### src/rtl/segload_pkg.sv
package segload_pkg;
  localparam int SEL_W   = 16;
  localparam int AR_W    = 8;
  localparam int SEG_CNT = 5;
  localparam int SEG_W   = $clog2(SEG_CNT);

  localparam logic [SEG_W-1:0] SEG_SS = '0;

  typedef enum logic [1:0] {
    FLT_NONE = 2'd0,
    FLT_GP   = 2'd1,
    FLT_STK  = 2'd2,
    FLT_NP   = 2'd3
  } flt_e;

  typedef struct packed {
    logic       present;
    logic [1:0] dpl;
    logic       cd;
    logic       code;
    logic       conf;
    logic       rw;
    logic       acc;
  } ar_t;
endpackage

### src/rtl/sel_screen.sv
module sel_screen #(
  parameter int SEL_W = 16,
  parameter int LIM_W = 16
) (
  input  logic [SEL_W-1:0] sel,
  input  logic [LIM_W-1:0] gdt_lim,
  input  logic [LIM_W-1:0] ldt_lim,
  output logic             is_null,
  output logic             over_lim
);
  localparam int CMP_W = (LIM_W > SEL_W) ? LIM_W : SEL_W;

  logic [CMP_W-1:0] last_byte;
  logic [CMP_W-1:0] lim;

  always_comb begin
    last_byte = CMP_W'({sel[SEL_W-1:3], 3'b111});
    lim       = sel[2] ? CMP_W'(ldt_lim) : CMP_W'(gdt_lim);
    is_null   = (sel[SEL_W-1:2] == '0);
    over_lim  = (last_byte > lim);
  end
endmodule

### src/rtl/desc_judge.sv
module desc_judge
  import segload_pkg::*;
(
  input  logic       is_ss,
  input  logic [1:0] cpl,
  input  logic [1:0] rpl,
  input  ar_t        ar,
  output flt_e       verdict
);
  logic type_ok;
  logic priv_ok;
  flt_e miss_cls;

  always_comb begin
    if (is_ss) begin
      type_ok  = ar.cd && !ar.code && ar.rw;
      priv_ok  = (rpl == cpl) && (ar.dpl == cpl);
      miss_cls = FLT_STK;
    end else begin
      type_ok  = ar.cd && (!ar.code || ar.rw);
      priv_ok  = (ar.code && ar.conf) || ((rpl <= ar.dpl) && (cpl <= ar.dpl));
      miss_cls = FLT_NP;
    end
    if (!(type_ok && priv_ok)) verdict = FLT_GP;
    else if (!ar.present)      verdict = miss_cls;
    else                       verdict = FLT_NONE;
  end
endmodule

### src/rtl/seg_cache.sv
module seg_cache
  import segload_pkg::*;
(
  input  logic               clk,
  input  logic               rst_n,
  input  logic               wr_en,
  input  logic [SEG_W-1:0]   wr_idx,
  input  logic [SEL_W-1:0]   wr_sel,
  input  logic [AR_W-1:0]    wr_ar,
  input  logic               wr_vld,
  input  logic [SEG_W-1:0]   rd_idx,
  output logic [SEL_W-1:0]   rd_sel,
  output logic [AR_W-1:0]    rd_ar,
  output logic               rd_vld,
  output logic [SEG_CNT-1:0] vld_vec
);
  logic [SEL_W-1:0] sel_q [SEG_CNT];
  logic [AR_W-1:0]  ar_q  [SEG_CNT];

  for (genvar e = 0; e < SEG_CNT; e++) begin : g_ent
    logic ent_we;
    assign ent_we = wr_en && (wr_idx == SEG_W'(e));
    always_ff @(posedge clk or negedge rst_n) begin
      if (!rst_n) begin
        sel_q[e]   <= '0;
        ar_q[e]    <= '0;
        vld_vec[e] <= 1'b0;
      end else if (ent_we) begin
        sel_q[e]   <= wr_sel;
        ar_q[e]    <= wr_ar;
        vld_vec[e] <= wr_vld;
      end
    end
  end

  always_comb begin
    rd_sel = '0;
    rd_ar  = '0;
    rd_vld = 1'b0;
    for (int e = 0; e < SEG_CNT; e++) begin
      if (rd_idx == SEG_W'(e)) begin
        rd_sel = sel_q[e];
        rd_ar  = ar_q[e];
        rd_vld = vld_vec[e];
      end
    end
  end
endmodule

### src/rtl/segload_guard.sv
module segload_guard
  import segload_pkg::*;
#(
  parameter int LIM_W = 16
) (
  input  logic             clk,
  input  logic             rst_n,
  input  logic             req_valid,
  input  logic [2:0]       req_seg,
  input  logic [15:0]      req_sel,
  input  logic [1:0]       req_cpl,
  input  logic [LIM_W-1:0] gdt_limit,
  input  logic [LIM_W-1:0] ldt_limit,
  output logic             busy,
  output logic             dsc_req,
  output logic [15:0]      dsc_sel,
  input  logic             dsc_ack,
  input  logic [7:0]       dsc_ar,
  output logic             done,
  output logic [1:0]       fault_class,
  output logic [15:0]      fault_code,
  input  logic             insn_retire,
  output logic             irq_inhibit,
  input  logic [2:0]       view_seg,
  output logic [15:0]      view_sel,
  output logic [7:0]       view_ar,
  output logic             view_vld
);
  typedef enum logic {ST_IDLE, ST_WAIT} st_e;

  st_e              st_q, st_d;
  logic [SEL_W-1:0] lat_sel;
  logic [1:0]       lat_cpl;
  logic [SEG_W-1:0] lat_seg;
  logic             done_q, inh_q, inh_d;
  flt_e             cls_q, dec_cls, jdg_flt;
  logic [SEL_W-1:0] code_q, dec_code;
  logic             accept, dec, scr_null, scr_over;
  logic             wr_en, wr_vld;
  logic [SEG_W-1:0] wr_idx;
  logic [SEL_W-1:0] wr_sel;
  logic [AR_W-1:0]  wr_ar;
  logic [SEG_CNT-1:0] vld_vec;

  assign accept = (st_q == ST_IDLE) && req_valid && (req_seg < 3'(SEG_CNT));

  sel_screen #(.SEL_W(SEL_W), .LIM_W(LIM_W)) u_screen (
    .sel(req_sel), .gdt_lim(gdt_limit), .ldt_lim(ldt_limit),
    .is_null(scr_null), .over_lim(scr_over)
  );

  desc_judge u_judge (
    .is_ss(lat_seg == SEG_SS), .cpl(lat_cpl), .rpl(lat_sel[1:0]),
    .ar(ar_t'(dsc_ar)), .verdict(jdg_flt)
  );

  seg_cache u_cache (
    .clk(clk), .rst_n(rst_n), .wr_en(wr_en), .wr_idx(wr_idx),
    .wr_sel(wr_sel), .wr_ar(wr_ar), .wr_vld(wr_vld),
    .rd_idx(SEG_W'(view_seg)), .rd_sel(view_sel), .rd_ar(view_ar),
    .rd_vld(view_vld), .vld_vec(vld_vec)
  );

  // decision and next state
  always_comb begin
    st_d     = st_q;
    dec      = 1'b0;
    dec_cls  = FLT_NONE;
    dec_code = '0;
    wr_en    = 1'b0;
    wr_idx   = lat_seg;
    wr_sel   = lat_sel;
    wr_ar    = dsc_ar;
    wr_vld   = 1'b1;
    if (accept) begin
      if (scr_null) begin
        dec = 1'b1;
        if (SEG_W'(req_seg) == SEG_SS) begin
          dec_cls = FLT_GP;
        end else begin
          wr_en  = 1'b1;
          wr_idx = SEG_W'(req_seg);
          wr_sel = req_sel;
          wr_ar  = '0;
          wr_vld = 1'b0;
        end
      end else if (scr_over) begin
        dec      = 1'b1;
        dec_cls  = FLT_GP;
        dec_code = req_sel;
      end else begin
        st_d = ST_WAIT;
      end
    end else if ((st_q == ST_WAIT) && dsc_ack) begin
      st_d     = ST_IDLE;
      dec      = 1'b1;
      dec_cls  = jdg_flt;
      dec_code = (jdg_flt == FLT_NONE) ? '0 : lat_sel;
      wr_en    = (jdg_flt == FLT_NONE);
    end
    inh_d = inh_q;
    if (insn_retire) inh_d = 1'b0;
    if (wr_en && wr_vld && (wr_idx == SEG_SS)) inh_d = 1'b1;
  end

  always_ff @(posedge clk or negedge rst_n) begin
    if (!rst_n) begin
      st_q    <= ST_IDLE;
      done_q  <= 1'b0;
      cls_q   <= FLT_NONE;
      code_q  <= '0;
      inh_q   <= 1'b0;
      lat_sel <= '0;
      lat_cpl <= '0;
      lat_seg <= '0;
    end else begin
      st_q   <= st_d;
      done_q <= dec;
      inh_q  <= inh_d;
      if (dec) begin
        cls_q  <= dec_cls;
        code_q <= dec_code;
      end
      if (accept) begin
        lat_sel <= req_sel;
        lat_cpl <= req_cpl;
        lat_seg <= SEG_W'(req_seg);
      end
    end
  end

  assign busy        = (st_q == ST_WAIT);
  assign dsc_req     = (st_q == ST_WAIT);
  assign dsc_sel     = lat_sel;
  assign done        = done_q;
  assign fault_class = cls_q;
  assign fault_code  = code_q;
  assign irq_inhibit = inh_q;

  // a reported fault leaves every valid bit as it was
  p_flt_keeps_cache_r9: assert property (@(posedge clk) disable iff (!rst_n)
    (done && fault_class != FLT_NONE) |-> $stable(vld_vec));
  // stack fault class only for the stack register
  p_stk_only_ss_r5: assert property (@(posedge clk) disable iff (!rst_n)
    (done && fault_class == FLT_STK) |-> (lat_seg == SEG_SS));
  // not-present class only for data registers
  p_np_only_data_r8: assert property (@(posedge clk) disable iff (!rst_n)
    (done && fault_class == FLT_NP) |-> (lat_seg != SEG_SS));
  // inhibit rises only with a clean stack completion
  p_inh_rise_r11: assert property (@(posedge clk) disable iff (!rst_n)
    $rose(irq_inhibit) |-> (done && fault_class == FLT_NONE && lat_seg == SEG_SS));
  // read request held with a fixed selector until acknowledged
  p_req_hold_r12: assert property (@(posedge clk) disable iff (!rst_n)
    (dsc_req && !dsc_ack) |=> (dsc_req && $stable(dsc_sel)));
endmodule

### config.mk
export PLATFORM = sky130hd
export DESIGN_NAME = segload_guard
export DESIGN_NICKNAME = d
export VERILOG_FILES = /design/src/rtl/segload_pkg.sv /design/src/rtl/sel_screen.sv /design/src/rtl/desc_judge.sv /design/src/rtl/seg_cache.sv /design/src/rtl/segload_guard.sv
export SDC_FILE = /design/constraint.sdc
export NUM_CORES = 1
export LEC_CHECK = 0
export ABC_AREA = 1
export CORE_ASPECT_RATIO = 0.9
export CORE_MARGIN = 3
export CORE_UTILIZATION = 35
export DETAILED_ROUTE_END_ITERATION = 10
export SLEW_MARGIN = 5
export SYNTH_ARGS = -nofsm -noshare
export SYNTH_HDL_FRONTEND = slang
export SYNTH_SLANG_ARGS = --single-unit
### constraint.sdc
create_clock -name clk -period 2.2 [get_ports clk]
set_input_delay 0.33 -clock clk [delete_from_list [all_inputs] [get_ports clk]]
set_output_delay 0.33 -clock clk [all_outputs]
set_load 0.05 [all_outputs]
After elaboration in Yosys (flattened, before gate mapping)
Cells that the tools add are included.
{"block": "op_classes", "n_eq_ne": 12, "order_cmp": 4, "n_bitwise": 1, "reduce_logical": 29, "muxes": 57}
{"cell": "$mux 16", "n": 14}
{"cell": "$mux 8", "n": 8}
{"cell": "$mux 1", "n": 27}
{"cell": "$logic_and 1x1->1", "n": 17}
{"cell": "$gt 16x16->1", "n": 1}
{"cell": "$logic_not 14->1", "n": 1}
{"cell": "$eq 3x2->1 const B", "n": 4}
{"cell": "$logic_not 3->1", "n": 4}
{"cell": "$mux 2", "n": 5}
{"cell": "$mux 3", "n": 3}
{"cell": "$eq 3x1->1 const B", "n": 2}
{"cell": "$eq 3x3->1 const B", "n": 2}
{"cell": "$eq 2x2->1", "n": 2}
{"cell": "$le 2x2->1", "n": 2}
{"cell": "$ne 2x2->1 const B", "n": 2}
{"cell": "$reduce_bool 2->1", "n": 2}
{"cell": "$lt 3x3->1 const B", "n": 1}
{"cell": "$reduce_and 3->1", "n": 1}
{"cell": "$logic_not 2->1", "n": 1}
{"cell": "$logic_or 1x1->1", "n": 2}
{"cell": "$logic_not 1->1", "n": 1}
{"cell": "$not 1->1", "n": 1}
{"block": "word_totals", "input_bits": 69, "output_inout_bits": 63, "regBits": 167}

Depth between registers and ports, before layout
Gate-level depths: netlist (run 1).
{"block": "depth", "ltp_word": 12, "ltp_mapped": 16, "depth_no_buf": 14}

Hierarchy
From an unflattened synthesis (run 1), not the netlist that was laid out.
{"block": "hier_totals", "hier_cells": 1078, "area_unflattened_um2": 8481.9}
{"mod": "seg_cache", "n_inst": 1, "cells_each": 683, "area_each_um2": 5550.3, "seq_area_each_um2": 3128.0}
{"mod": "segload_guard", "n_inst": 1, "cells_each": 277, "area_each_um2": 2192.1, "seq_area_each_um2": 1051.0}
{"mod": "sel_screen", "n_inst": 1, "cells_each": 80, "area_each_um2": 536.8, "seq_area_each_um2": 0.0}
{"mod": "desc_judge", "n_inst": 1, "cells_each": 38, "area_each_um2": 202.7, "seq_area_each_um2": 0.0}

Least setup slack after synthesis (run 1)
No wires, ideal clock.
{"block": "synth_path", "path_kind": "input port to flip-flop", "from": "input port req_sel[2]", "to": "register code_q[10], in the netlist fault_code[10]", "path_stages": 16, "setup_slack_ns": -0.390, "arrival_ns": 2.523, "required_ns": 2.133, "cell_sequence": "buf_6 -> clkbuf_1 -> mux2i_1 -> ha_1 -> nand2_1 -> inv_1 -> o21ai_0 -> a21oi_1 -> nor2_1 -> nand2_1 -> nand2_1 -> nand2_1 -> nand2_1 -> buf_2 -> nand3_1 -> nand2_1"}
{"block": "synth_via", "elab_chain_cells": 5}
{"item": "start, declared", "line_no": "segload_guard.sv:10", "rtl": "input logic [15:0] req_sel,"}
{"item": "$mux 16", "line_no": "sel_screen.sv:18", "rtl": "lim = sel[2] ? CMP_W'(ldt_lim) : CMP_W'(gdt_lim);"}
{"item": "$gt 16x16->1", "line_no": "sel_screen.sv:20", "rtl": "over_lim = (last_byte > lim);"}
{"item": "$mux 16 / $mux 1 (equally long branches)", "line_no": "segload_guard.sv:87", "rtl": "end else if (scr_over) begin"}
{"item": "$mux 16 / $mux 1 (equally long branches)", "line_no": "segload_guard.sv:76", "rtl": "if (scr_null) begin"}
{"item": "$mux 16 / $mux 1 (equally long branches)", "line_no": "segload_guard.sv:75", "rtl": "if (accept) begin"}
{"item": "end signal, assigned", "line_no": "segload_guard.sv:122", "rtl": "code_q <= dec_code;"}
{"item": "end, declared", "line_no": "segload_guard.sv:37", "rtl": "logic [SEL_W-1:0] code_q, dec_code;"}
Parallel ways exist; a longest one is shown, timed or not.
A chain may end at the register's enable or synchronous reset.

Worst setup path in the final report (run 1)
{"block": "layout_path", "from": "input port req_sel[13]", "to": "register u_cache.vld_vec[2]"}
{"block": "layout_via", "elab_chain_cells": 5}
{"item": "$logic_not 14->1 (*)", "line_no": "sel_screen.sv:19", "rtl": "is_null = (sel[SEL_W-1:2] == '0);"}
{"item": "$mux 3", "line_no": "segload_guard.sv:76"}
{"item": "$mux 3", "line_no": "segload_guard.sv:75"}
{"item": "$eq 3x2->1", "line_no": "seg_cache.sv:22", "rtl": "assign ent_we = wr_en && (wr_idx == SEG_W'(e));"}
{"item": "$logic_and 1x1->1", "line_no": "seg_cache.sv:22"}
{"item": "end signal, assigned by index", "line_no": "seg_cache.sv:31", "rtl": "vld_vec[e] <= wr_vld;"}
{"item": "end, declared", "line_no": "seg_cache.sv:15", "rtl": "output logic [SEG_CNT-1:0] vld_vec"}
Every way passes the cells marked *; elsewhere a longest branch is shown, timed or not.

==> results, run 1 <==
- The initial cell density of the core is 0.3624.
- Across every metal layer, demand over resource in global routing totals 0.2028.
- Dividing the final minimum period by the clock period gives 0.9522.
- Together, buffers and inverters on the worst path number 2.
- The top-level I/O count is 132.
- The total inserted antenna cells is 0.
- The number of buffers added by the clock tree synthesis step is 17.
- Of the cells placed in the final design, the portion with a size suffix greater than 1 is 0.1580.
- The largest individual stage delay along the critical path comes from the cell clkdlybuf4s50_1.
- The detailed-router iteration count before antenna repair is 5.
- The final number of hold-violating endpoints is 0.
- In the synthesized netlist, the cells that appear most often are nand2_1, dfrtp_1, nand3_1, inv_1, nand4_1.
- The number of global-route vias before repair is roughly 8400.
- With fillers left out, the area of the finished cells amounts to roughly 0.013 mm^2.
- The vertical extent of the die is between 150 and 200 um.
- The analysis attributes to cell leakage a power of 6.370 nW.
- The portion of the post-synthesis area used by sequential elements is 0.4677.
- The worst clock skew is approximately 0.010 ns.
- The final setup violation count is 0.
- The count of buffers added on input and output ports is about 130.
- Measured along the x axis, the die boundary spans approximately 170 um.
- By area the synthesized netlist is led by dfrtp_1, nand2_1, nand3_1.
- The relative slew slack is 0.6410.
- The netlist uses 34 different library cells.
- Traced cell by cell, the critical path runs through clkdlybuf4s50_1, nor2_1, nand2_1, nor2_4, nand4_1, nand2_1, nand2_2, nor2_4, nand3_4, clkbuf_16, nand2_1, nand2_1.
- In this run the worst hold path is classified as in -> async.
- The kind of capture point of the worst setup path is a flop.
- The maximum single-stage delay on the critical path is 0.48 ns.
- The first global-routing pass estimated roughly 45000 um of wire.
- Synthesis handed over a netlist of 1160 instances.
- TritonCTS built the clock tree.
- Dividing the detail-routed wire length by the instance count gives roughly 17 um.
- The power density over cell area is around 860 mW/mm^2.
- The insertion delay to the later sink of the worst-skew pair is approximately 0.43 ns.
- The number of H-tree levels is 4.
- The final instance count without filler cells is around 1700.
- In this run, synthesis inferred 0 flip-flops with an integrated enable.
- Summed over all layers, the global routing overflow is 0.
- Summing every instance area after synthesis gives 0.008936 mm^2.
- The largest voltage drop on the vdd net is between 0.5 and 0.6 mV.
- The share of flip-flops with an asynchronous set or reset is 1.000.
- The transition time at the pin with the least slew margin is 0.5369 ns.
- The post-synthesis average cell area is slightly below 8 um^2.
- Yosys printed 0 warnings.
- In this run the cell area measured after placement is 0.01153 mm^2.
- The register bit total from synthesis is around 170.
- Clock tree synthesis found a total of 167 sinks.
- The max-slew violation total from the final report came to 0.
- The biggest area contributor in the post-synthesis netlist is dfrtp_1.
- In this run the worst path has a maximum fanout of 12.
- The floorplan has 54 rows.
- The final hold slack is 0.3953 ns.
- The number of nets with antenna violations after detailed routing is 0.
- The clock root buffer is clkbuf_16.
- The count of vias placed by the detailed router is approximately 8800.
- The most used flip-flop cell after synthesis is dfrtp_1.
- The most common cell in the synthesized netlist is nand2_1.
- The pin count of the biggest net entering global routing is 51.
- The clock-pin transition on the worst setup and hold timing paths is approximately 0.07 ns.
- Grouping stages by cell kind, the critical path spends the most delay in simple AND/OR/NAND/NOR gates.
- After legalization and detailed placement, the total HPWL measured approximately 19000 um.
- The floorplan step defined a die boundary enclosing around 0.027 mm^2.
- The flow ran to the end, and the final reports show no timing, DRC or antenna violations.
- The post-synthesis net count is 1246.
- The starting DRC count in detailed routing is 800.
- Setup slack on the worst reg-to-reg path comes out at ~0.11 ns.
- The design draws between 10 and 15 mW.
- By startpoint and endpoint, the worst setup path is classified as in -> reg.
- The area of the core is around 0.025 mm^2.
- The post-layout minimum cycle time is 2.095 ns.
- Timing would allow up to around 480 MHz.
- The global placer's final weighted congestion is 0.8257.
- Dividing the detail-routed via count by the number of cells gives 5.154.
- From synthesis to final layout, the design area changed by 40.91%.
- For the worst setup path, the data arrival time is roughly 2.4 ns.
- Summed over all layers, the routed wires come to slightly below 30000 um.
- The total of fill cells in the finished design is around 2300.
- The max-capacitance violation count is 0.
- STA puts the critical path data required time at 2.52 ns.
- The initial antenna violation count is 0.
- Counting tap cells, the placed design contains a total of between 1500 and 2000 instances.
- After the last flow step, the layout net total stands at about 1400.
- Adding up every negative setup slack in the final design gives 0 ns.
- The number of buffers between clock root and the deepest sink is 2.
- For this run, design rule violations remaining after detail routing come to 0.
- The most frequent cell on the critical path is nand2_1.
- The kind of launch point of the worst setup path is an input port.
- The proportion of netlist area held by the largest area contributor is 0.4677.
-- placed cells by master (no fill, tap or decap), types with 2 or more instances in the layout --
| cell type | Yosys | routed |
|---|---|---|
| a21oi_1 | 36 | 34 |
| a21oi_2 | 0 | 2 |
| buf_12 | 0 | 49 |
| buf_4 | 1 | 72 |
| buf_6 | 10 | 8 |
| bufinv_16 | 0 | 4 |
| clkbuf_16 | 0 | 23 |
| clkbuf_8 | 0 | 2 |
| clkdlybuf4s50_1 | 0 | 101 |
| clkinv_2 | 1 | 2 |
| clkinv_4 | 1 | 2 |
| clkinvlp_4 | 0 | 4 |
| dfrtp_1 | 167 | 166 |
| dlymetal6s2s_1 | 0 | 3 |
| ha_1 | 17 | 16 |
| inv_1 | 89 | 88 |
| inv_2 | 8 | 9 |
| inv_6 | 0 | 2 |
| mux2i_1 | 12 | 12 |
| nand2_1 | 422 | 419 |
| nand2_2 | 6 | 8 |
| nand2_4 | 2 | 2 |
| nand2_8 | 0 | 2 |
| nand3_1 | 123 | 118 |
| nand3_2 | 3 | 6 |
| nand3_4 | 2 | 4 |
| nand4_1 | 87 | 87 |
| nor2_1 | 39 | 38 |
| nor2_4 | 6 | 7 |
| nor2_8 | 2 | 2 |
| nor3_1 | 3 | 3 |
| o21ai_0 | 54 | 49 |
| o21ai_1 | 1 | 6 |
| o22ai_1 | 5 | 5 |
-- flip-flops by register name, summed over array words and instances (netlist names), 2 cells and up --
register         count
lat_cpl              2
fault_class          2
u_cache.ar_q        40
dsc_sel             16
fault_code          16
lat_seg              3
u_cache.sel_q       80
u_cache.vld_vec      5
-- path summary, 6_finish.rpt --
check	start	to	depth (start not counted)
setup / recovery	req_sel[13]	u_cache.vld_vec[2]	12
hold / removal	rst_n	lat_cpl[0]	2
setup reg to reg	dsc_sel[0]	u_cache.ar_q[27]	13
hold reg to reg	u_cache.ar_q[39]	u_cache.ar_q[39]	2
max in group asynchronous	rst_n	u_cache.sel_q[76]	3
min in group clk	u_cache.ar_q[39]	u_cache.ar_q[39]	2
-- metrics by stage --
step	utilization	setup WS (ns)
2_1_floorplan	-	0.003647
3_3_place_gp	0.4676	-0.4595
3_5_place_dp	0.4676	-0.5514
6_report	0.5106	0.1052
5_1_grt	0.5106	-0.008897
4_1_cts	0.4967	-0.01401
-- cells by family after synthesis --
logic type,synth area share
multiplexers,0.01344
flip-flops,0.4677
buffers and inverters,0.08457
AND/OR/NAND/NOR,0.3542
AO/OA/AOI/OAI,0.05531
adder cells (fa/ha/maj),0.02380
XOR/XNOR,0.0009803
-- metal layers --
metal,wire [um],share of wire,GRT usage,up-vias
li1,-,-,-,4191
met1,13350,0.46,0.2876,4231
met2,13400,0.46,0.3195,326
met3,1947,0.067,0.04101,29
met4,380,0.013,0.05245,0
met5,0,0,0,-
-- worst register-to-register path, delay by kind of cell, from the launching register on --
family,cells,cell delay [ns]
flops,1,0.46
buf+inv,3,0.49
fa+ha+maj,1,0.29
simple gates,8,0.68
compound gates,1,0.07
-- final cells by class --
type / count / area (um^2) / share of cell area
flip-flops and latches: 167 / 4180 / 0.3320
multi-input cells: 827 / 4110 / 0.3264
clock buffers: 19 / 452.9 / 0.03597
repair buffers: 242 / 2858 / 0.2269
clock inverters: 13 / 192.7 / 0.01530
well taps: 336 / 420.4 / 0.03339
inverters: 99 / 377.9 / 0.03001
-- power by group --
group / internal, mW / switching (mW)
registers: 3.56 / 0.320
logic: 1.30 / 2.36
clock network: 1.98 / 1.33
-- timing repair --
action / CTS / global route
pin swaps: 1 / 11
buffers inserted: 3 / 4
cloned: 1 / 9
endpoints found under the hold margin: 39 / 0
setup endpoints to repair: 25 / 161
gates resized for setup: 5 / 35
hold buffers: 1 / 0
No activity file was read; power rests on OpenSTA's default activity.
==> inputs of run 2 (changes only) <==
--- a/config.mk
+++ b/config.mk
@@ -12,2 +12,3 @@
 export DETAILED_ROUTE_END_ITERATION = 10
+export PLACE_DENSITY = 0.58
 export SLEW_MARGIN = 5
==> constraint.sdc (replaced) <==
create_clock -name clk -period 2.2 [get_ports clk]
set_input_delay 0.55 -clock clk [delete_from_list [all_inputs] [get_ports clk]]
set_output_delay 0.55 -clock clk [all_outputs]
set_load 0.05 [all_outputs]
==> run 2 against run 1 <==
The run now ends with setup timing left. Count of clock-buffer cells in the layout down 2. Fmax down 8.4%. Non-clock buffer count up 58. Sequential power up 2%. Critical endpoint is now view_sel[12]. Largest cell class is now multi-input combinational cells. Largest power group is now combinational cells. Highest routed layer unchanged.
==> results, run 2 (synthesis results as in run 1) <==
- The run finished, with violations left.
- The final reports fail on setup timing.
- The starting DRC count in detailed routing is 947 (+18%).
- The largest fanout on the critical path came to 5 (-7).
- The final critical-path share of the clock period is 1.040 (+0.08767).
- The detailed-route DRC error count is 0 (unchanged).
- The die width came to 174.4 um (unchanged).
- The top-level I/O count came to 132 (unchanged).
- The root buffer cell chosen for the clock tree is clkbuf_16.
- The arrival time at the worst endpoint was 1.74 ns (-0.67 ns).
- On the critical path, the stage with the largest delay is an instance of nand3b_1.
- The worst clock skew is 0.01060 ns (+0.0005962 ns).
- The insertion delay to the later sink of the worst-skew pair came to 0.44 ns (about the same).
- The power density over cell area was 786.4 mW/mm^2 (-8.7%).
- The post-layout net count came to 1498 (+4.0%).
- The total of fill cells in the finished design came to 2141 (-8.0%).
- The fraction of final layout cells with drive strength greater than 1 is 0.2996 (+0.1416).
- The largest voltage drop on the vdd net is 0.4776 mV (-16%).
- The count of input and output buffers is 131 (unchanged).
- The number of buffers between clock root and the deepest sink is 2 (unchanged).
- The via count normalized by instance count is 5.278 (+2.4%).
- The maximum single-stage delay on the critical path is 0.21 ns (-0.27 ns).
- The post-layout minimum cycle time came to 2.288 ns (+0.1929 ns).
- Counting flops per register, the top entry is u_cache.sel_q.
- The aggregate global routing overflow is 0 (unchanged).
- The vertical extent of the die is 157.6 um (unchanged).
- The initial antenna violation count is 0 (unchanged).
- The area of all placed cells without fillers is 0.01444 mm^2 (+15%).
- The family with the most delay on the worst path is buffers and inverters.
- The final instance count without filler cells is 1761 (+3.4%).
- The highest attainable clock frequency is 437.1 MHz (-8.4%).
- The pin count of the biggest net entering global routing is 75 (+47%).
- The wire length of the first global-routing pass came to 50510 um (+13%).
- The top cell types in the final layout, fill and taps aside, are nand2_1, dfrtp_1, buf_4.
- The global routing usage summed across all routing layers was 0.2354 (+0.03260).
- The worst path buffer plus inverter count is 5 (+3).
- The initial cell density of the core came to 0.3624 (unchanged).
- The max-capacitance violation count is 0 (unchanged).
- The max-slew violation total from the final report is 0 (unchanged).
- The detailed-router iteration count before antenna repair came to 6 (+1).
- The transition time at the pin with the least slew margin came to 0.5185 ns (-0.01843 ns).
- The area added between synthesis and finish is 61.54%.
- The worst setup path is of the in -> out kind.
- The number of H-tree levels is 4 (unchanged).
- The placement row count is 54 (unchanged).
- The routed wire length is 33910 um (+17%).
- The number of nets with antenna violations after detailed routing came to 0 (unchanged).
- The placed cell area is 0.01164 mm^2 (+0.95%).
- The library cell used most frequently in the layout, excluding fill and tap cells, is nand2_1.
- The total inserted antenna cells came to 0 (unchanged).
- The final number of hold-violating endpoints is 0 (unchanged).
- The final critical-path setup slack was -0.08764 ns (-0.1929 ns).
- The wire length per cell after detailed routing is 19.26 um (+13%).
- In this design, the critical path's most frequently occurring cell is buf_8.
- The worst hold-check path type is reg -> reg.
- In the final layout, the registers with the most flip-flops are u_cache.sel_q x80, u_cache.ar_q x40.
- The full die area came to 0.02749 mm^2 (unchanged).
- The number of flip-flops under the largest register name is 80 (unchanged).
- The post-detailed-placement half-perimeter wirelength is 19080 um (+0.75%).
- The clock-pin transition on the worst setup and hold timing paths is 0.07 ns (about the same).
- The clock tree from TritonCTS is done.
- The area of the core is 0.02466 mm^2 (unchanged).
- The total leakage power came to 7.483 nW (+17%).
- Setup repair after global routing could not meet its margin everywhere.
- The count of vias placed by the detailed router is 9295 (+5.9%).
- The relative slew slack came to 0.6538 (+0.01284).
- The required time of the critical path is 1.65 ns (-0.87 ns).
- The number of buffers added by the clock tree synthesis step is 17 (unchanged).
- The number of global-route vias before repair is 8842 (+5.8%).
- The global placer's final weighted congestion is 0.8204 (-0.64%).
- The placement-stage worst setup slack was -0.6814 ns (-0.1300 ns).
- The signal on the critical path passes through buf_8, nand3b_1, buf_6, buf_8, buf_16, o21ai_4, a21oi_2, nand3_2, buf_12.
- The number of placed instances, taps included is 1657 (+0.24%).
- The final hold slack is 0.4679 ns (+0.07266 ns).
- The clock net sink count is 167 (unchanged).
- The share of the core filled with cells in the final layout is 0.5853 (+0.07473).
- STA classifies the critical path endpoint as an output pin.
- The final setup violation count was 25 (+25).
- The kind of launch point of the worst setup path is an input port.
[run 2: worst reg2reg max path: cells and delay by family, from the launching register on]
kind            cells  cell delay [ns]
compound gates      1             0.15
simple gates        7             0.71
flops               1             0.42
buf+inv             4             0.51
fa+ha+maj           1             0.29
[run 2: through the flow]
| stage | TNS [ns] | total power, mW |
|---|---|---|
| 6_report | -1.334 | 11.35 |
| 5_1_grt | -3.294 | 11.81 |
| 4_1_cts | -0.6698 | 11.00 |
| 3_5_place_dp | -99.26 | 7.521 |
| 3_3_place_gp | -95.95 | 7.480 |
| 2_1_floorplan | -0.9285 | 5.942 |
[run 2: final cells by class]
type | count | area, um^2 | area share
clock buffers | 17 | 425.4 | 0.02947
clock inverters | 15 | 207.7 | 0.01439
inverters | 99 | 397.9 | 0.02756
multi-input cells | 827 | 5004 | 0.3466
flip-flops and latches | 167 | 4179 | 0.2895
well taps | 336 | 420.4 | 0.02912
repair buffers | 300 | 3801 | 0.2633
[run 2: path summary, 6_finish.rpt]
path	endpoint	slack, ns	from	depth (start not counted)
min in group asynchronous	lat_cpl[0]	0.52	rst_n	2
max reg2reg	u_cache.ar_q[32]	0.02	lat_cpl[1]	13
min	u_cache.ar_q[33]	0.47	u_cache.ar_q[33]	2
min reg2reg	u_cache.ar_q[33]	0.47	u_cache.ar_q[33]	2
max	view_sel[12]	-0.09	view_seg[1]	9
max in group asynchronous	u_cache.sel_q[59]	1.00	rst_n	3
[run 2: repair_timing]
item                                    CTS  global route
cloned                                   18             8
resized for setup                       199           157
pin swaps                                39            58
endpoints found under the setup margin  185           181
buffers inserted                         28            20
hold buffers                              1             0
hold endpoints to repair                 16             0
[run 2: routing by layer]
metal	part of all wire	track usage	up-vias
li1	-	-	4323
met3	0.089	0.05564	45
met1	0.43	0.3235	4487
met4	0.019	0.06164	0
met2	0.46	0.3768	440
met5	0	0	-
[run 2: power by group]
group          leakage [nW]  switching, mW  internal, mW
sequential             2.23          0.405          3.55
combinational          4.95           2.58          1.51
clock                 0.304           1.46          1.84
total                  7.48           4.44          6.91
